**src/rtl/rewind_fifo_pkg.sv**
```systemverilog
package rewind_fifo_pkg;

  typedef enum logic {
    TM_STANDARD = 1'b0,
    TM_FALLTHRU = 1'b1
  } tmode_e;

  typedef enum logic {
    RT_ZERO   = 1'b0,
    RT_NORMAL = 1'b1
  } rtlat_e;

  typedef struct packed {
    tmode_e tmode;
    rtlat_e rtlat;
  } fifo_cfg_t;

  // Distance from tail to head on a ring of 2**bits positions.
  function automatic logic [31:0] ring_gap(logic [31:0] head, logic [31:0] tail,
                                           int unsigned bits);
    logic [31:0] mask;
    mask = (32'd1 << bits) - 32'd1;
    return (head - tail) & mask;
  endfunction

  // Words held: storage plus, in fall-through timing, the output register.
  function automatic logic [31:0] held_words(logic [31:0] stored, logic out_full,
                                             tmode_e tm);
    return stored + ((tm == TM_FALLTHRU && out_full) ? 32'd1 : 32'd0);
  endfunction

  function automatic logic above_half(logic [31:0] lvl, int unsigned depth);
    return lvl > 32'(depth >> 1);
  endfunction

endpackage

```
**src/rtl/rewind_fifo_cfg.sv**
```systemverilog
module rewind_fifo_cfg
  import rewind_fifo_pkg::*;
(
  input  logic      clk,
  input  logic      mrst_n,
  input  logic      pin_fall_through,
  input  logic      pin_rt_normal,
  output fifo_cfg_t cfg
);

  // Captured only while master reset is held; partial reset does not touch it.
  always_ff @(posedge clk) begin
    if (!mrst_n) begin
      cfg.tmode <= tmode_e'(pin_fall_through);
      cfg.rtlat <= rtlat_e'(pin_rt_normal);
    end
  end

endmodule

```
**src/rtl/rewind_fifo_store.sv**
```systemverilog
module rewind_fifo_store #(
  parameter int DW    = 16,
  parameter int DEPTH = 16,
  localparam int AW   = $clog2(DEPTH),
  localparam int PW   = AW + 1
) (
  input  logic          clk,
  input  logic          mrst_n,
  input  logic          prst_n,
  input  logic          wr_en,
  input  logic [DW-1:0] wr_data,
  input  logic          full,
  input  logic [PW-1:0] rd_ptr,
  output logic [PW-1:0] wr_ptr,
  output logic          wr_fire,
  output logic [DW-1:0] rd_word,
  output logic [DW-1:0] head_word
);

  logic [DW-1:0] mem [DEPTH];

  assign wr_fire   = wr_en && !full;
  assign rd_word   = mem[rd_ptr[AW-1:0]];
  assign head_word = mem[0];

  always_ff @(posedge clk) begin
    if (wr_fire) mem[wr_ptr[AW-1:0]] <= wr_data;
  end

  always_ff @(posedge clk) begin
    if (!mrst_n || !prst_n) wr_ptr <= '0;
    else if (wr_fire)       wr_ptr <= wr_ptr + PW'(1);
  end

  // a write attempted while full leaves the write pointer where it was
  assert_full_write_dropped_R6: assert property (@(posedge clk)
    disable iff (!mrst_n || !prst_n)
    (wr_en && full) |=> $stable(wr_ptr));

endmodule

```
**src/rtl/rewind_fifo_rdctl.sv**
```systemverilog
module rewind_fifo_rdctl
  import rewind_fifo_pkg::*;
#(
  parameter int DW    = 16,
  parameter int DEPTH = 16,
  localparam int AW   = $clog2(DEPTH),
  localparam int PW   = AW + 1
) (
  input  logic          clk,
  input  logic          mrst_n,
  input  logic          prst_n,
  input  fifo_cfg_t     cfg,
  input  logic          rd_en,
  input  logic          rt_req,
  input  logic [PW-1:0] stored,
  input  logic          wrote_any,
  input  logic [DW-1:0] rd_word,
  input  logic [DW-1:0] head_word,
  output logic [PW-1:0] rd_ptr,
  output logic [DW-1:0] rd_data,
  output logic          out_valid,
  output logic          rt_pend
);

  logic ft_mode, have_word, ft_load, std_read, rt_zero_load;

  assign ft_mode      = (cfg.tmode == TM_FALLTHRU);
  assign have_word    = (stored != '0);
  assign ft_load      = ft_mode && have_word && (!out_valid || rd_en);
  assign std_read     = !ft_mode && rd_en && have_word;
  assign rt_zero_load = (cfg.rtlat == RT_ZERO) && wrote_any;

  always_ff @(posedge clk) begin
    if (!mrst_n || !prst_n) begin
      rd_ptr    <= '0;
      rd_data   <= '0;
      out_valid <= 1'b0;
      rt_pend   <= 1'b0;
    end else if (rt_req) begin
      if (rt_zero_load) begin
        rd_ptr    <= PW'(1);
        rd_data   <= head_word;
        out_valid <= 1'b1;
        rt_pend   <= 1'b0;
      end else begin
        rd_ptr    <= '0;
        out_valid <= 1'b0;
        rt_pend   <= (cfg.rtlat == RT_NORMAL);
      end
    end else if (rt_pend) begin
      rt_pend <= 1'b0;
      if (have_word) begin
        rd_data   <= rd_word;
        rd_ptr    <= rd_ptr + PW'(1);
        out_valid <= 1'b1;
      end
    end else if (ft_mode) begin
      if (ft_load) begin
        rd_data   <= rd_word;
        rd_ptr    <= rd_ptr + PW'(1);
        out_valid <= 1'b1;
      end else if (rd_en && out_valid) begin
        out_valid <= 1'b0;
      end
    end else if (std_read) begin
      rd_data <= rd_word;
      rd_ptr  <= rd_ptr + PW'(1);
    end
  end

  // a standard read shows the word the store presented at that edge
  assert_std_read_word_R2: assert property (@(posedge clk)
    disable iff (!mrst_n || !prst_n)
    (!ft_mode && rd_en && have_word && !rt_req && !rt_pend)
      |=> (rd_data == $past(rd_word)));

  // a standard read from empty storage moves nothing
  assert_empty_read_ignored_R7: assert property (@(posedge clk)
    disable iff (!mrst_n || !prst_n)
    (!ft_mode && rd_en && !have_word && !rt_req && !rt_pend)
      |=> ($stable(rd_ptr) && $stable(rd_data)));

  // a vacant output register in fall-through timing fills on the next edge
  assert_fall_through_fill_R4: assert property (@(posedge clk)
    disable iff (!mrst_n || !prst_n)
    (ft_mode && !out_valid && have_word && !rt_req && !rt_pend) |=> out_valid);

  // zero-latency rewind presents location zero on the request edge
  assert_rewind_zero_R9: assert property (@(posedge clk)
    disable iff (!mrst_n || !prst_n)
    (rt_req && cfg.rtlat == RT_ZERO && wrote_any)
      |=> (rd_data == $past(head_word) && rd_ptr == PW'(1)));

  // normal-latency rewind parks at location zero with the output empty
  assert_rewind_normal_R10: assert property (@(posedge clk)
    disable iff (!mrst_n || !prst_n)
    (rt_req && cfg.rtlat == RT_NORMAL) |=> (rd_ptr == '0 && !out_valid && rt_pend));

  // partial reset returns the read side to the start
  assert_partial_reset_R11: assert property (@(posedge clk)
    disable iff (!mrst_n)
    (!prst_n) |=> (rd_ptr == '0 && !out_valid && !rt_pend));

endmodule

```
**src/rtl/rewind_fifo_flags.sv**
```systemverilog
module rewind_fifo_flags
  import rewind_fifo_pkg::*;
#(
  parameter int DEPTH = 16,
  localparam int AW   = $clog2(DEPTH),
  localparam int PW   = AW + 1
) (
  input  fifo_cfg_t     cfg,
  input  logic [PW-1:0] stored,
  input  logic          out_valid,
  output logic          full,
  output logic          avail,
  output logic          space,
  output logic          half_full
);

  logic [31:0] level;

  assign level     = held_words(32'(stored), out_valid, cfg.tmode);
  assign full      = (stored == PW'(DEPTH));
  assign space     = !full;
  assign avail     = (cfg.tmode == TM_FALLTHRU) ? out_valid : (stored != '0);
  assign half_full = above_half(level, DEPTH);

endmodule

```
**src/rtl/rewind_fifo.sv**
```systemverilog
module rewind_fifo
  import rewind_fifo_pkg::*;
#(
  parameter int DW    = 16,
  parameter int DEPTH = 16
) (
  input  logic          clk,
  input  logic          mrst_n,
  input  logic          prst_n,
  input  logic          cfg_fall_through,
  input  logic          cfg_rt_normal,
  input  logic          wr_en,
  input  logic [DW-1:0] wr_data,
  input  logic          rd_en,
  input  logic          rt_req,
  output logic [DW-1:0] rd_data,
  output logic          avail,
  output logic          space,
  output logic          half_full
);

  localparam int AW = $clog2(DEPTH);
  localparam int PW = AW + 1;

  fifo_cfg_t     cfg;
  logic [PW-1:0] wr_ptr, rd_ptr, stored;
  logic [DW-1:0] rd_word, head_word;
  logic          wr_fire, full, out_valid, rt_pend, wrote_any;

  assign stored    = PW'(ring_gap(32'(wr_ptr), 32'(rd_ptr), PW));
  assign wrote_any = (wr_ptr != '0);

  rewind_fifo_cfg u_cfg (
    .clk              (clk),
    .mrst_n           (mrst_n),
    .pin_fall_through (cfg_fall_through),
    .pin_rt_normal    (cfg_rt_normal),
    .cfg              (cfg)
  );

  rewind_fifo_store #(.DW(DW), .DEPTH(DEPTH)) u_store (
    .clk       (clk),
    .mrst_n    (mrst_n),
    .prst_n    (prst_n),
    .wr_en     (wr_en),
    .wr_data   (wr_data),
    .full      (full),
    .rd_ptr    (rd_ptr),
    .wr_ptr    (wr_ptr),
    .wr_fire   (wr_fire),
    .rd_word   (rd_word),
    .head_word (head_word)
  );

  rewind_fifo_rdctl #(.DW(DW), .DEPTH(DEPTH)) u_rdctl (
    .clk       (clk),
    .mrst_n    (mrst_n),
    .prst_n    (prst_n),
    .cfg       (cfg),
    .rd_en     (rd_en),
    .rt_req    (rt_req),
    .stored    (stored),
    .wrote_any (wrote_any),
    .rd_word   (rd_word),
    .head_word (head_word),
    .rd_ptr    (rd_ptr),
    .rd_data   (rd_data),
    .out_valid (out_valid),
    .rt_pend   (rt_pend)
  );

  rewind_fifo_flags #(.DEPTH(DEPTH)) u_flags (
    .cfg       (cfg),
    .stored    (stored),
    .out_valid (out_valid),
    .full      (full),
    .avail     (avail),
    .space     (space),
    .half_full (half_full)
  );

  // storage never holds more than DEPTH words
  assert_no_overflow_R6: assert property (@(posedge clk)
    disable iff (!mrst_n || !prst_n)
    stored <= PW'(DEPTH));

  // the half-full flag can only rise after an accepted write or a rewind
  assert_half_rise_cause_R8: assert property (@(posedge clk)
    disable iff (!mrst_n || !prst_n)
    $rose(half_full) |-> ($past(wr_fire) || $past(rt_req)));

endmodule

```
**config.mk**
```make
export PLATFORM = sky130hd
export DESIGN_NAME = rewind_fifo
export DESIGN_NICKNAME = d
export VERILOG_FILES = /design/src/rtl/rewind_fifo_pkg.sv /design/src/rtl/rewind_fifo_cfg.sv /design/src/rtl/rewind_fifo_store.sv /design/src/rtl/rewind_fifo_rdctl.sv /design/src/rtl/rewind_fifo_flags.sv /design/src/rtl/rewind_fifo.sv
export SDC_FILE = /design/constraint.sdc
export NUM_CORES = 1
export LEC_CHECK = 0
export BUFFER_PORTS_ARGS = -buffer_cell sky130_fd_sc_hd__buf_4
export CORE_MARGIN = 2
export CORE_UTILIZATION = 55
export DETAILED_ROUTE_END_ITERATION = 10
export PLACE_DENSITY = 0.72
export SLEW_MARGIN = 10
export SYNTH_ARGS = -nofsm -noshare
export SYNTH_HDL_FRONTEND = slang
export SYNTH_HIERARCHICAL = 1
export SYNTH_SLANG_ARGS = --single-unit
```
**constraint.sdc**
```tcl
create_clock -name clk -period 5.1 [get_ports clk]
set_input_delay 0.255 -clock clk [delete_from_list [all_inputs] [get_ports clk]]
set_output_delay 0.255 -clock clk [all_outputs]
set_load 0.02 [all_outputs]
```
# After elaboration in Yosys (flattened, before gate mapping)
# Memories as Yosys holds them, arrays and structs flattened. A register that Yosys moved wholly into a read port is not among the register bits.
# Index checks and enable logic that the tools add are counted.
# Widths: inputs -> output; s select.
[totals]
ff_bits = 30
latch_bits = 0
mem_bits_rw = 256
rom_bits = 0
out_inout_bits = 19
n_memories = 1
[memory_table]
columns = ["memory", "depth", "width", "rd", "rd_clocked_by_memory_dff", "write_ports", "line_no", "source"]
rows = [
  ["u_store.mem", 16, 16, 2, 1, 1, "rewind_fifo_store.sv:20", "logic [DW-1:0] mem [DEPTH];"],
]
[op_classes]
add_sub_neg = 4
mul = 0
n_div = 0
order_cmp = 1
n_eq_ne = 4
n_shift = 0
n_mux = 27
bitwise_logic = 2
reduce_logical = 24
[ops]
columns = ["operator", "count"]
rows = [
  ["$mux 16", 7],
  ["$add 5x32->32", 1],
  ["$gt 32x4->1 const B", 1],
  ["$mux 5", 6],
  ["$mux 1", 12],
  ["$add 5x1->5 const B", 2],
  ["$reduce_bool 5->1", 2],
  ["$logic_and 1x1->1", 8],
  ["$mux 4", 2],
  ["$reduce_bool 4->1", 2],
  ["$reduce_and 3->1", 2],
  ["$eq 5x5->1 const B", 1],
  ["$logic_not 1->1", 5],
  ["$sub 5x5->5", 1],
  ["$ne 4x2->1 const B", 1],
  ["$reduce_and 4->1", 1],
  ["$ne 3x3->1 const B", 1],
  ["$reduce_bool 3->1", 1],
  ["$reduce_or 3->1", 1],
  ["$logic_or 1x1->1", 2],
  ["$ne 2x1->1 const B", 1],
  ["$not 1->1", 2],
]

# Logic depth before layout (Yosys ltp)
[depth]
word_depth = 10
ltp_mapped = 13

# Hierarchy
# The synthesis kept the hierarchy.
[modules_own_cells]
columns = ["module", "instances", "cells_per_inst", "area_per_inst_um2", "seq_area_each_um2"]
rows = [
  ["rewind_fifo_store", 1, 449, 10067.2, 7787.5],
  ["rewind_fifo_rdctl", 1, 139, 1241.2, 460.4],
  ["rewind_fifo", 1, 22, 170.2, 0.0],
  ["rewind_fifo_flags", 1, 19, 132.6, 0.0],
  ["rewind_fifo_cfg", 1, 3, 63.8, 60.1],
]

# Worst setup path before layout
# Ideal clock, no wire load.
[synth_path]
path_type = "reg-to-reg"
startpoint = "register u_rdctl.rd_ptr[2]"
endpoint = "memory u_store.mem[0][0], enable pin"
setup_time_ns = 0.409
arrival_time_ns = 3.283
slack_ns = 1.408
stages_incl_launch_ff = 13
n_path_buf = 0
synth_period_minus_slack_ns = 3.692
cell_sequence = "dfxtp_1 -> inv_1 -> ha_1 -> a21o_1 -> a31oi_1 -> xnor2_1 -> nor4_1 -> nand2_1 -> inv_1 -> nand2b_1 -> inv_1 -> nand2_1 -> nor3_1"
[synth_between]
elab_chain_cells = 6
[synth_lines]
columns = ["element", "line_no", "source"]
rows = [
  ["start, declared", "rewind_fifo_rdctl.sv:19", "output logic [PW-1:0] rd_ptr,"],
  ["start signal, assigned", "rewind_fifo_rdctl.sv:54", "rd_ptr <= rd_ptr + PW'(1);"],
  ["start signal, assigned", "rewind_fifo_rdctl.sv:60", "rd_ptr <= rd_ptr + PW'(1);"],
  ["start signal, assigned", "rewind_fifo_rdctl.sv:67", "rd_ptr <= rd_ptr + PW'(1);"],
  ["$sub 5x5->5", "rewind_fifo_pkg.sv:23", "return (head - tail) & mask;"],
  ["named net stored[3]", "rewind_fifo.sv:26", "logic [PW-1:0] wr_ptr, rd_ptr, stored;"],
  ["$eq 5x5->1", "rewind_fifo_flags.sv:20", "assign full = (stored == PW'(DEPTH));"],
  ["$logic_not 1->1", "--", ""],
  ["named net space", "rewind_fifo.sv:18", "output logic space,"],
  ["$logic_and 1x1->1", "rewind_fifo_store.sv:22", "assign wr_fire = wr_en && !full;"],
  ["named net wr_fire", "rewind_fifo.sv:28", "logic wr_fire, full, out_valid, rt_pend, wrote_any;"],
  ["$mux 1", "rewind_fifo_store.sv:27", "if (wr_fire) mem[wr_ptr[AW-1:0]] <= wr_data;"],
  ["$mux 1 (not written as such)", "rewind_fifo_store.sv:27", ""],
  ["end, declared", "rewind_fifo_store.sv:20", ""],
]
# The timed path passes the listed nets, and every way through them passes these cells.

# Final worst setup path
[layout_path]
startpoint = "register u_rdctl.rd_ptr[0]"
endpoint = "output port half_full"
[layout_between]
elab_chain_cells = 3
[layout_lines]
columns = ["element", "line_no", "source"]
rows = [
  ["$sub 5x5->5", "rewind_fifo_pkg.sv:23", ""],
  ["named net stored[1]", "rewind_fifo.sv:26", ""],
  ["$add 5x32->32", "rewind_fifo_pkg.sv:29", "return stored + ((tm == TM_FALLTHRU && out_full) ? 32'd1 : 32'd0);"],
  ["$gt 32x4->1", "rewind_fifo_pkg.sv:33", "return lvl > 32'(depth >> 1);"],
  ["end, declared", "rewind_fifo.sv:19", "output logic half_full"],
]
# The timed path passes the listed nets, and every way through them passes these cells.

==> qor_table.md <==
| Parameter | Reported | Unit |
| --- | --- | --- |
| Startpoint of the worst hold path | wr_data[5] | - |
| Max Clock Skew | 0.0159 | ns |
| Number of global-route vias before repair | 6267 | - |
| EDFF count, synth | 258 | - |
| Critical Path End Type | primary output | - |
| Leading register cell type out of synthesis | sky130_fd_sc_hd__edfxtp_1 | - |
| Antenna cell count | 0 | - |
| Register-to-register path setup slack | 1.40 | ns |
| Data required, critical path | 4.85 | ns |
| FFs w/ async S/R, synth | 0 | - |
| Hold Path Class | in2reg | - |
| Mapped Area | 11700 | µm² |
| Number of sinks handled by clock tree synthesis | 286 | - |
| Worst skew pair latency | 0.54 | ns |
| Startpoint Class | register | - |
| DR vias | 6211 | - |
| Post-Route WL | 24100 | µm |
| Initial standard-cell utilization of the core | 0.557 | - |
| Antenna violations before repair | 0 | - |
| Highest net fanout along the worst path | 36 | - |
| Count of mapped cells out of synthesis | 632 | - |
| Clock root cell | sky130_fd_sc_hd__clkbuf_16 | - |
| Normalized max-slew margin | 0.289 | - |
| Syn Area/Cell | 18.5 | µm² |
| Total power density per cell area | 370 | nW/µm² |
| Destination of the worst register-to-register timing path | u_rdctl/rd_data[8] | - |
| First-pass GRT wire length | 36800 | µm |
| # IOs | 43 | - |
| Hold endpoint | u_store/mem[9][5] | - |
| Number of CTS-inserted buffers | 28 | - |
| Buffer depth of the longest clock path | 3 | - |
| Global Route Usage Sum | 0.222 | - |
| Number of distinct library cells after synthesis | 51 | - |
| Setup-violating endpoint count in the final report | 0 | - |
| Per-cell via count in the routed design | 6.28 | - |
| Area of the multi-input gates | 3090 | µm² |
| Critical path arrival | 3.46 | ns |
| Average wire per standard cell | 24.4 | µm |
| Hpwl dp | 13500 | µm |
| Width of the die | 150 | µm |
| Setup bufs post-CTS | 0 | - |
| Area growth from synthesis to final layout | 13.2 | % |
| Most common cell after layout, fill and taps aside | sky130_fd_sc_hd__edfxtp_1 | - |
| Seq/Total Area, Yosys | 0.712 | - |
| Site Rows | 53 | - |
| Post-route total power | 4.89 | mW |
| Number of I/O port buffers | 42 | - |
| Leading cell types in the layout, fill and taps excluded | sky130_fd_sc_hd__edfxtp_1 (258), sky130_fd_sc_hd__buf_4 (61), sky130_fd_sc_hd__mux4_2 (45), sky130_fd_sc_hd__nand2_1 (32), sky130_fd_sc_hd__a22oi_1 (32) | - |
| Reg-to-Reg Start | u_rdctl/rd_ptr[0] | - |
| Maximum number of pins on one net before global-route repair | 68 | - |
| Pleak | 4.33 | nW |
| Measured slew at the worst slew-check pin | 1.07 | ns |
| Total count of max-transition violations in the final report | 0 | - |
| 1st-pass router iterations | 4 | - |
| CTS clock-pin slew for the worst setup and hold paths | 0.06 | ns |
| Highest attainable clock frequency | 269 | MHz |
| Flip-flop and latch area | 8310 | µm² |
| Placer's final routability congestion estimate | 0.799 | - |
| Total number of nets in the final design | 730 | - |
| TritonCTS clock tree | built | - |
| Final setup TNS | 0 | ns |
| RSZ-0062 raised after global routing | no | - |
| Number of warnings reported in the yosys synthesis log | 6 | - |
| GRT busiest layer | met2 | - |
| Post-route clock period utilization | 0.729 | - |
| Fraction of final layout cells sized beyond drive strength 1 | 0.231 | - |
| Synth Register Bits | 286 | - |
| Mapped Nets | 669 | - |
| H-tree depth reported by CTS | 1 | - |
| Fin crit period | 3.72 | ns |
| GRT met2 Usage | 0.381 | - |
| Fin. Hold Viols | 0 | - |
| R2r worst-path depth | 10 | - |
| Post-route antenna net violation count | 0 | - |
| Maximum resistive drop on vdd | 214 | µV |
| Cell depth of the worst hold path | 1 | - |
| DIE AREA | 22400 | µm² |
| Status | finished clean | - |
| WS Path Type | reg2out | - |
| Met3 GRT Util | 0.0293 | - |
| Die Y-Extent | 150 | µm |
| Number of fillers in the final layout | 1452 | - |
| Met1 capacity usage during global routing | 0.301 | - |
| Max capacitance violation total | 0 | - |
| Area of the core | 21000 | µm² |
| Final standard cell utilization of the core | 0.631 | - |
| Starting DRC count in detailed routing | 527 | - |
| Grt total ovfl | 0 | - |
| DRC viols | 0 | - |
==> synthesized netlist by cell type (10+ instances only) <==
| library cell | count | area, µm² |
|---|---|---|
| sky130_fd_sc_hd__a21oi_1 | 25 | 125 |
| sky130_fd_sc_hd__a22oi_1 | 32 | 240 |
| sky130_fd_sc_hd__buf_6 | 12 | 135 |
| sky130_fd_sc_hd__clkbuf_1 | 10 | 37.5 |
| sky130_fd_sc_hd__dfxtp_1 | 28 | 561 |
| sky130_fd_sc_hd__edfxtp_1 | 258 | 7750 |
| sky130_fd_sc_hd__ha_1 | 12 | 150 |
| sky130_fd_sc_hd__inv_1 | 14 | 52.6 |
| sky130_fd_sc_hd__mux2i_1 | 16 | 160 |
| sky130_fd_sc_hd__mux4_1 | 19 | 499 |
| sky130_fd_sc_hd__mux4_2 | 45 | 1010 |
| sky130_fd_sc_hd__nand2_1 | 32 | 120 |
| sky130_fd_sc_hd__nor2_1 | 18 | 67.6 |
| sky130_fd_sc_hd__o21ai_0 | 17 | 85.1 |
| sky130_fd_sc_hd__or3_1 | 19 | 119 |
==> per-stage QoR <==
step	cell area, µm²	hold slack [ns]	setup slack (ns)	instances
final	13200	0.0149	1.38	989
after global routing	13200	0.0182	1.04	989
after CTS	13200	0.00157	1.34	989
after detailed placement	12300	0.435	1.35	935
after global placement	12300	0.436	1.57	935
after floorplan	11700	0.354	1.41	632
==> where the power goes <==
group / leakage [nW] / switching [mW] / internal [mW] / total [mW]
Sequential: 2.56 / 0.0193 / 2.58 / 2.59
Clock: 0.451 / 0.828 / 1.22 / 2.05
Combinational: 1.31 / 0.142 / 0.105 / 0.247
==> worst max-delay path by stage <==
stage / start / end / cells past startpoint
CTS: u_rdctl/rd_ptr[0] / u_rdctl/rd_data[1] / 10
finish: u_rdctl/rd_ptr[0] / half_full / 8
floorplan: u_rdctl/rd_ptr[2] / u_store/mem[0][0] / 12
detailed placement: u_rdctl/rd_ptr[0] / u_rdctl/rd_data[1] / 10
global placement: u_rdctl/rd_ptr[0] / u_rdctl/rd_data[0] / 10
global route: u_rdctl/rd_ptr[0] / u_rdctl/rd_data[1] / 10
==> cells by family after synthesis <==
kind of cell | after synthesis | synth area share
xor gates and xnor gates | 5 | 0.00375
muxes | 80 | 0.143
buffers and inverters | 47 | 0.0265
DFF | 286 | 0.712
and+or+nand+nor | 106 | 0.0482
adders and majority gates | 13 | 0.0146
AOI/OAI and AO/OA | 95 | 0.0521
==> area by class of cell <==
class | instances | share of cell area
sequential | 286 | 0.629
multi-input combinational | 299 | 0.234
clock buffer | 37 | 0.0587
timing repair buffer | 64 | 0.0369
tap | 275 | 0.0260
clock inverter | 14 | 0.0117
inverter | 14 | 0.00398
==> critical path, cell delays in order (launching register included) <==
cell	delay, ns
sky130_fd_sc_hd__dfxtp_4	0.80
sky130_fd_sc_hd__ha_1	0.26
sky130_fd_sc_hd__inv_1	0.06
sky130_fd_sc_hd__fa_1	0.69
sky130_fd_sc_hd__ha_1	0.33
sky130_fd_sc_hd__nor4_1	0.33
sky130_fd_sc_hd__nor3_1	0.10
sky130_fd_sc_hd__o22a_1	0.21
sky130_fd_sc_hd__buf_4	0.16
==> routing by layer <==
layer,vias to the layer above,wire [µm],part of all wire
li1,2700,-,-
met1,3230,9720,0.40
met2,239,12300,0.51
met3,42,1490,0.062
met4,0,629,0.026
met5,-,0,0
==> sequential cells by signal, indices dropped and copies added, names as in the netlist <==
signal	count
u_cfg/cfg	2
u_rdctl/out_valid	1
u_rdctl/rt_pend	1
u_store/wr_ptr	5
u_rdctl/rd_ptr	5
u_store/mem	256
u_rdctl/rd_data	16
==> timing repair <==
action                                 CTS  global route
gates resized for setup                  0             0
setup endpoints to repair                0             0
hold buffers                             3             0
endpoints found under the hold margin    6             0
Note: power is estimated with default switching activity, not from simulation.
